### src/rtl/bpc_pkg.sv
package bpc_pkg;
  // Beam counter widths
  localparam int unsigned V_W    = 8;
  localparam int unsigned H_W    = 8;
  // One instruction word holds the vertical field plus the horizontal field
  localparam int unsigned WORD_W = V_W + H_W;
  // Compared position: all vertical bits, horizontal without its LSB
  localparam int unsigned POS_W  = V_W + H_W - 1;
  // Enables exist for every compared bit except the top one
  localparam int unsigned EN_W   = POS_W - 1;

  typedef logic [POS_W-1:0] pos_t;
  typedef logic [EN_W-1:0]  en_t;

  typedef struct packed {
    pos_t beam;
    pos_t target;
  } cmp_ops_t;
endpackage

### src/rtl/bpc_operand_fmt.sv
module bpc_operand_fmt
  import bpc_pkg::*;
(
  input  pos_t     tgt_raw,
  input  en_t      enables,
  input  logic [V_W-1:0] vpos,
  input  logic [H_W-1:1] hpos_hi,
  output cmp_ops_t ops
);
  pos_t mask;
  pos_t beam_raw;

  assign beam_raw = {vpos, hpos_hi};

  // Per-bit mask: the most significant compared bit has no enable
  for (genvar i = 0; i < POS_W; i++) begin : g_mask
    if (i == POS_W - 1) begin : g_fixed
      assign mask[i] = 1'b1;
    end else begin : g_enabled
      assign mask[i] = enables[i];
    end
  end

  always_comb begin
    ops.beam   = beam_raw & mask;
    ops.target = tgt_raw & mask;
  end

  // the top bit always reaches the comparator unmasked
  always_comb begin
    a_vmsb_r3: assert (ops.beam[POS_W-1] == vpos[V_W-1]);
  end
endmodule

### src/rtl/bpc_ge_cmp.sv
module bpc_ge_cmp #(
  parameter int unsigned WIDTH = 15
) (
  input  logic [WIDTH-1:0] lhs,
  input  logic [WIDTH-1:0] rhs,
  output logic             ge
);
  logic [WIDTH:0] diff;

  // Unsigned greater-or-equal as "no borrow out of lhs - rhs"
  always_comb begin
    diff = {1'b0, lhs} - {1'b0, rhs};
    ge   = ~diff[WIDTH];
  end

  // equal operands always compare as met
  always_comb begin
    if (lhs == rhs) a_equal_ge_r9: assert (ge);
  end
endmodule

### src/rtl/bpc_out_stage.sv
module bpc_out_stage #(
  parameter bit REG_OUT = 1'b1
) (
  input  logic clk,
  input  logic rst_n,
  input  logic d,
  output logic q
);
  if (REG_OUT) begin : g_reg
    logic [1:0] rst_sync_q;
    logic [1:0] rst_sync_d;
    logic       live;
    logic       q_d;
    logic       q_q;

    // Reset is asserted asynchronously and released through two flops
    always_comb rst_sync_d = {rst_sync_q[0], 1'b1};

    always_ff @(posedge clk or negedge rst_n) begin
      if (!rst_n) rst_sync_q <= '0;
      else        rst_sync_q <= rst_sync_d;
    end

    assign live = rst_sync_q[1];

    always_comb q_d = live ? d : 1'b0;

    always_ff @(posedge clk or negedge rst_n) begin
      if (!rst_n) q_q <= 1'b0;
      else        q_q <= q_d;
    end

    assign q = q_q;
  end else begin : g_comb
    logic unused_clk;
    assign unused_clk = clk ^ rst_n;
    assign q = d;
  end
endmodule

### src/rtl/beam_pos_cmp.sv
module beam_pos_cmp
  import bpc_pkg::*;
#(
  parameter bit REG_OUT = 1'b1
) (
  input  logic              clk,
  input  logic              rst_n,
  input  logic [WORD_W-1:0] word1,
  input  logic [WORD_W-1:0] word2,
  input  logic [V_W-1:0]    vpos,
  input  logic [H_W-1:0]    hpos,
  input  logic              blit_done,
  output logic              cond_met
);
  cmp_ops_t ops;
  logic     pos_ge;
  logic     blit_ok;
  logic     met_comb;
  logic     unused_bits;

  // Type bits and the horizontal LSB never enter the decision
  assign unused_bits = ^{word1[0], word2[0], hpos[0]};

  bpc_operand_fmt u_fmt (
    .tgt_raw (word1[WORD_W-1:1]),
    .enables (word2[WORD_W-2:1]),
    .vpos    (vpos),
    .hpos_hi (hpos[H_W-1:1]),
    .ops     (ops)
  );

  bpc_ge_cmp #(.WIDTH(POS_W)) u_cmp (
    .lhs (ops.beam),
    .rhs (ops.target),
    .ge  (pos_ge)
  );

  // Bit 15 of word 2 set means the blitter state is not consulted
  always_comb begin
    blit_ok  = word2[WORD_W-1] | blit_done;
    met_comb = pos_ge & blit_ok;
  end

  bpc_out_stage #(.REG_OUT(REG_OUT)) u_out (
    .clk   (clk),
    .rst_n (rst_n),
    .d     (met_comb),
    .q     (cond_met)
  );

  p_blit_gate_r5: assert property (@(posedge clk) disable iff (!rst_n)
    (!word2[WORD_W-1] && !blit_done) |-> !met_comb);

  p_vmsb_wins_r3: assert property (@(posedge clk) disable iff (!rst_n)
    (vpos[V_W-1] && !word1[WORD_W-1] && blit_ok) |-> met_comb);

  p_no_enables_r3: assert property (@(posedge clk) disable iff (!rst_n)
    ((word2[WORD_W-2:1] == '0) && blit_ok) |-> (met_comb == (vpos[V_W-1] >= word1[WORD_W-1])));

  p_end_marker_r7: assert property (@(posedge clk) disable iff (!rst_n)
    ((word1 == '1) && (word2[WORD_W-2:1] == '1) && (hpos <= 8'hE2)) |-> !met_comb);
endmodule

### config.mk
export PLATFORM = sky130hd
export DESIGN_NAME = beam_pos_cmp
export DESIGN_NICKNAME = d
export VERILOG_FILES = /design/src/rtl/bpc_pkg.sv /design/src/rtl/bpc_operand_fmt.sv /design/src/rtl/bpc_ge_cmp.sv /design/src/rtl/bpc_out_stage.sv /design/src/rtl/beam_pos_cmp.sv
export SDC_FILE = /design/constraint.sdc
export NUM_CORES = 1
export LEC_CHECK = 0
export BUFFER_PORTS_ARGS = -buffer_cell sky130_fd_sc_hd__buf_2
export CELL_PAD_IN_SITES_DETAIL_PLACEMENT = 1
export CELL_PAD_IN_SITES_GLOBAL_PLACEMENT = 2
export CORE_MARGIN = 2
export CORE_UTILIZATION = 17
export DETAILED_ROUTE_END_ITERATION = 12
export PLACE_DENSITY = 0.91
export SLEW_MARGIN = 20
export SYNTH_ARGS = -nofsm -noshare
export SYNTH_HDL_FRONTEND = slang
export SYNTH_SLANG_ARGS = --single-unit
### constraint.sdc
create_clock -name clk -period 1.14 [get_ports clk]
set_input_delay 0.114 -clock clk [delete_from_list [all_inputs] [get_ports clk]]
set_output_delay 0.114 -clock clk [all_outputs]
set_load 0.02 [all_outputs]
==> metrics <==
Reg2Reg Depth=2; htree depth=1; top-count cell post-synth=nand2_1; switching share of total power=31.36%; total grt overflow=0; Final #Nets=190; Main synth FF type=dfrtp_1; drt pass-1 iters=2; Post-synth top cells=19 x nand2_1, 14 x ha_1, 13 x and2_1; Cell Area, Synth=525.5 um2; minimum clock period=1108 ps; VDD IR max=0.2078 mV; final worst path period share=97.18%; GRT Total Usage=9.111%; final setup TNS=0 ps; Max Cap Violations=0; WP data arrival=1260 ps; DR iter-0 viols=4; TritonCTS clock tree=built; R2R setup slack=500 ps; ranking of synthesized cells by area=ha_1 33%, and2_1 15%, dfrtp_1 14%, nand2_1 14%, a21oi_1 5.7%; final core utilization=31.25%; clock network power share=31.5%; number of failing hold endpoints at the final stage=0; Worst EP required=1290 ps; share of layout cells above drive strength 1=54.03%; Startpoint Class=input pin; number of I/O port buffers=48; run status=finished, final reports clean; placed cell area=857.1 um2; critical path peak fanout=3; Setup Viol. Count Final=0; Sw Pwr=0.1819 mW; Vias/cell=4.369; total clock sinks=3; Worst Hold Class=input pin to asynchronous set/reset pin; IO Pins=52; share of power burned in registers=19.8%; fmax=902.6 MHz; Die H=59.60 um; Mapped Nets=136; Remaining DRCs=0; largest net degree at the start of global routing=4; initial antenna violation count=0; die area=3552 um2; clock skew=2.908 ps; Initial Utilization=17.50%; postcts setup bufs=0; area added between synthesis and finish=78.57%; Slew Viols, Final=0; Detailed Place HPWL=1497 um; Pwr per Cell Area=618.2 nW/um2; Worst setup EP type=register; dpl cells=152; Worst Path Class, Setup=input pin to register; Synth Instances=71; clock buffer count from CTS=3; vias in the first global route=674; average size of a mapped cell=7.401 um2; Distinct cells, synth=16; number of diodes=0; largest area contributor in the netlist=ha_1; EDFF count, synth=0; Synth Warn #=0; Seq/Total Area, Yosys=14.29%; width of the chip=59.60 um; leak pwr=0.4866 nW; internal power=0.3982 mW; clock latency on the worst-skew pair=230 ps; overall routed net length=1616 um; Clock Tree Buf Depth=2; gpl congestion=0.6870; routed len/inst=10.29 um; area fraction of the dominant cell type after synthesis=33.33%; global-route wire length before repair=2463 um; core footprint=3003 um2; Worst-path clk slew=40 ps; root buffer cell=clkbuf_4; non-filler cells, final=157; vias after detailed routing=686; row count=20; number of synthesized register bits=3; asr flop ratio synth=100.0%; Logic pwr share=48.8%; fin area=938.4 um2; post-route ant nets=0; worst hold slack=206.5 ps
## worst max-delay path, stage by stage
cell and delay, ps:
buf_2 100, and2_4 150, ha_4 260, nand2_2 80, nor4_4 290, a22oi_1 100, a31oi_1 160
## state kept, by name, summed over array words and instances, names as in the netlist
name	flops
u_out.g_reg.rst_sync_q	2
u_out.q	1
## per-layer routing
metal | up-vias | track usage, % | share of wire, % | routed length [um]
li1 | 351 | - | - | -
met1 | 302 | 9.530 | 37 | 595
met2 | 33 | 17.11 | 54 | 868
met3 | 0 | 3.493 | 9.5 | 153
met4 | 0 | 1.905 | 0 | 0
met5 | - | 0 | 0 | 0
## through the flow
step	setup WS (ps)	total power [mW]
6_report	32.13	0.5801
3_3_place_gp	-210.3	0.3598
2_1_floorplan	-27.21	0.2552
5_1_grt	-5.196	0.6530
3_5_place_dp	-250.5	0.3741
4_1_cts	6.478	0.5804
## cell type report
| type | count | area, um2 |
|---|---|---|
| clock buffers | 4 | 26.28 |
| fillers | 387 | 2064 |
| inverters | 1 | 3.754 |
| multi-input cells | 67 | 541.8 |
| flip-flops and latches | 3 | 75.07 |
| well taps | 33 | 41.29 |
| repair buffers | 49 | 250.2 |
## path summary, 6_finish.rpt
path / startpoint / endpoint
worst max-delay path: vpos[6] / u_out.q
worst min-delay path: rst_n / u_out.g_reg.rst_sync_q[1]
worst max register to register: u_out.g_reg.rst_sync_q[1] / u_out.q
worst min register to register: u_out.g_reg.rst_sync_q[0] / u_out.g_reg.rst_sync_q[1]
max in group asynchronous: rst_n / u_out.q
min in group clk: word2[15] / u_out.q
## cell families after synthesis
kind of cell	count (synthesis)	synth area share, %
buf+inv	1	0.7136
simple gates	39	37.38
compound gates	13	13.57
fa+ha+maj	14	33.33
flops	3	14.29
other cells	1	0.7136
## placed cells by master, fill, tap and decap left out, drive strengths merged
cell / Yosys / layout
a211oi: 1 / 1
a21oi: 6 / 6
a22oi: 1 / 1
a31oi: 1 / 1
and2: 13 / 13
and3b: 1 / 1
buf: 0 / 48
clkbuf: 0 / 4
conb: 1 / 1
dfrtp: 3 / 3
dlygate4sd3: 0 / 1
ha: 14 / 14
inv: 1 / 1
nand2: 20 / 20
nand3: 1 / 1
nor2: 3 / 3
nor4: 1 / 1
o21ai: 4 / 4
## power groups by stage
stage / clock network, mW / registers, mW / logic [mW]
after floorplan: 0 / 0.120 / 0.135
after detailed placement: 0 / 0.116 / 0.258
after global placement: 0 / 0.116 / 0.244
after CTS: 0.192 / 0.115 / 0.273
after global routing: 0.215 / 0.115 / 0.323
final: 0.183 / 0.115 / 0.283
## repair_timing
item / 4_1_cts / 5_1_grt
endpoints found under the hold margin: 3 / 0
pin swaps: 4 / 7
gates resized for setup: 2 / 5
endpoints found under the setup margin: 1 / 1
hold buffers: 1 / 0
(Power assumes the default switching activity.)
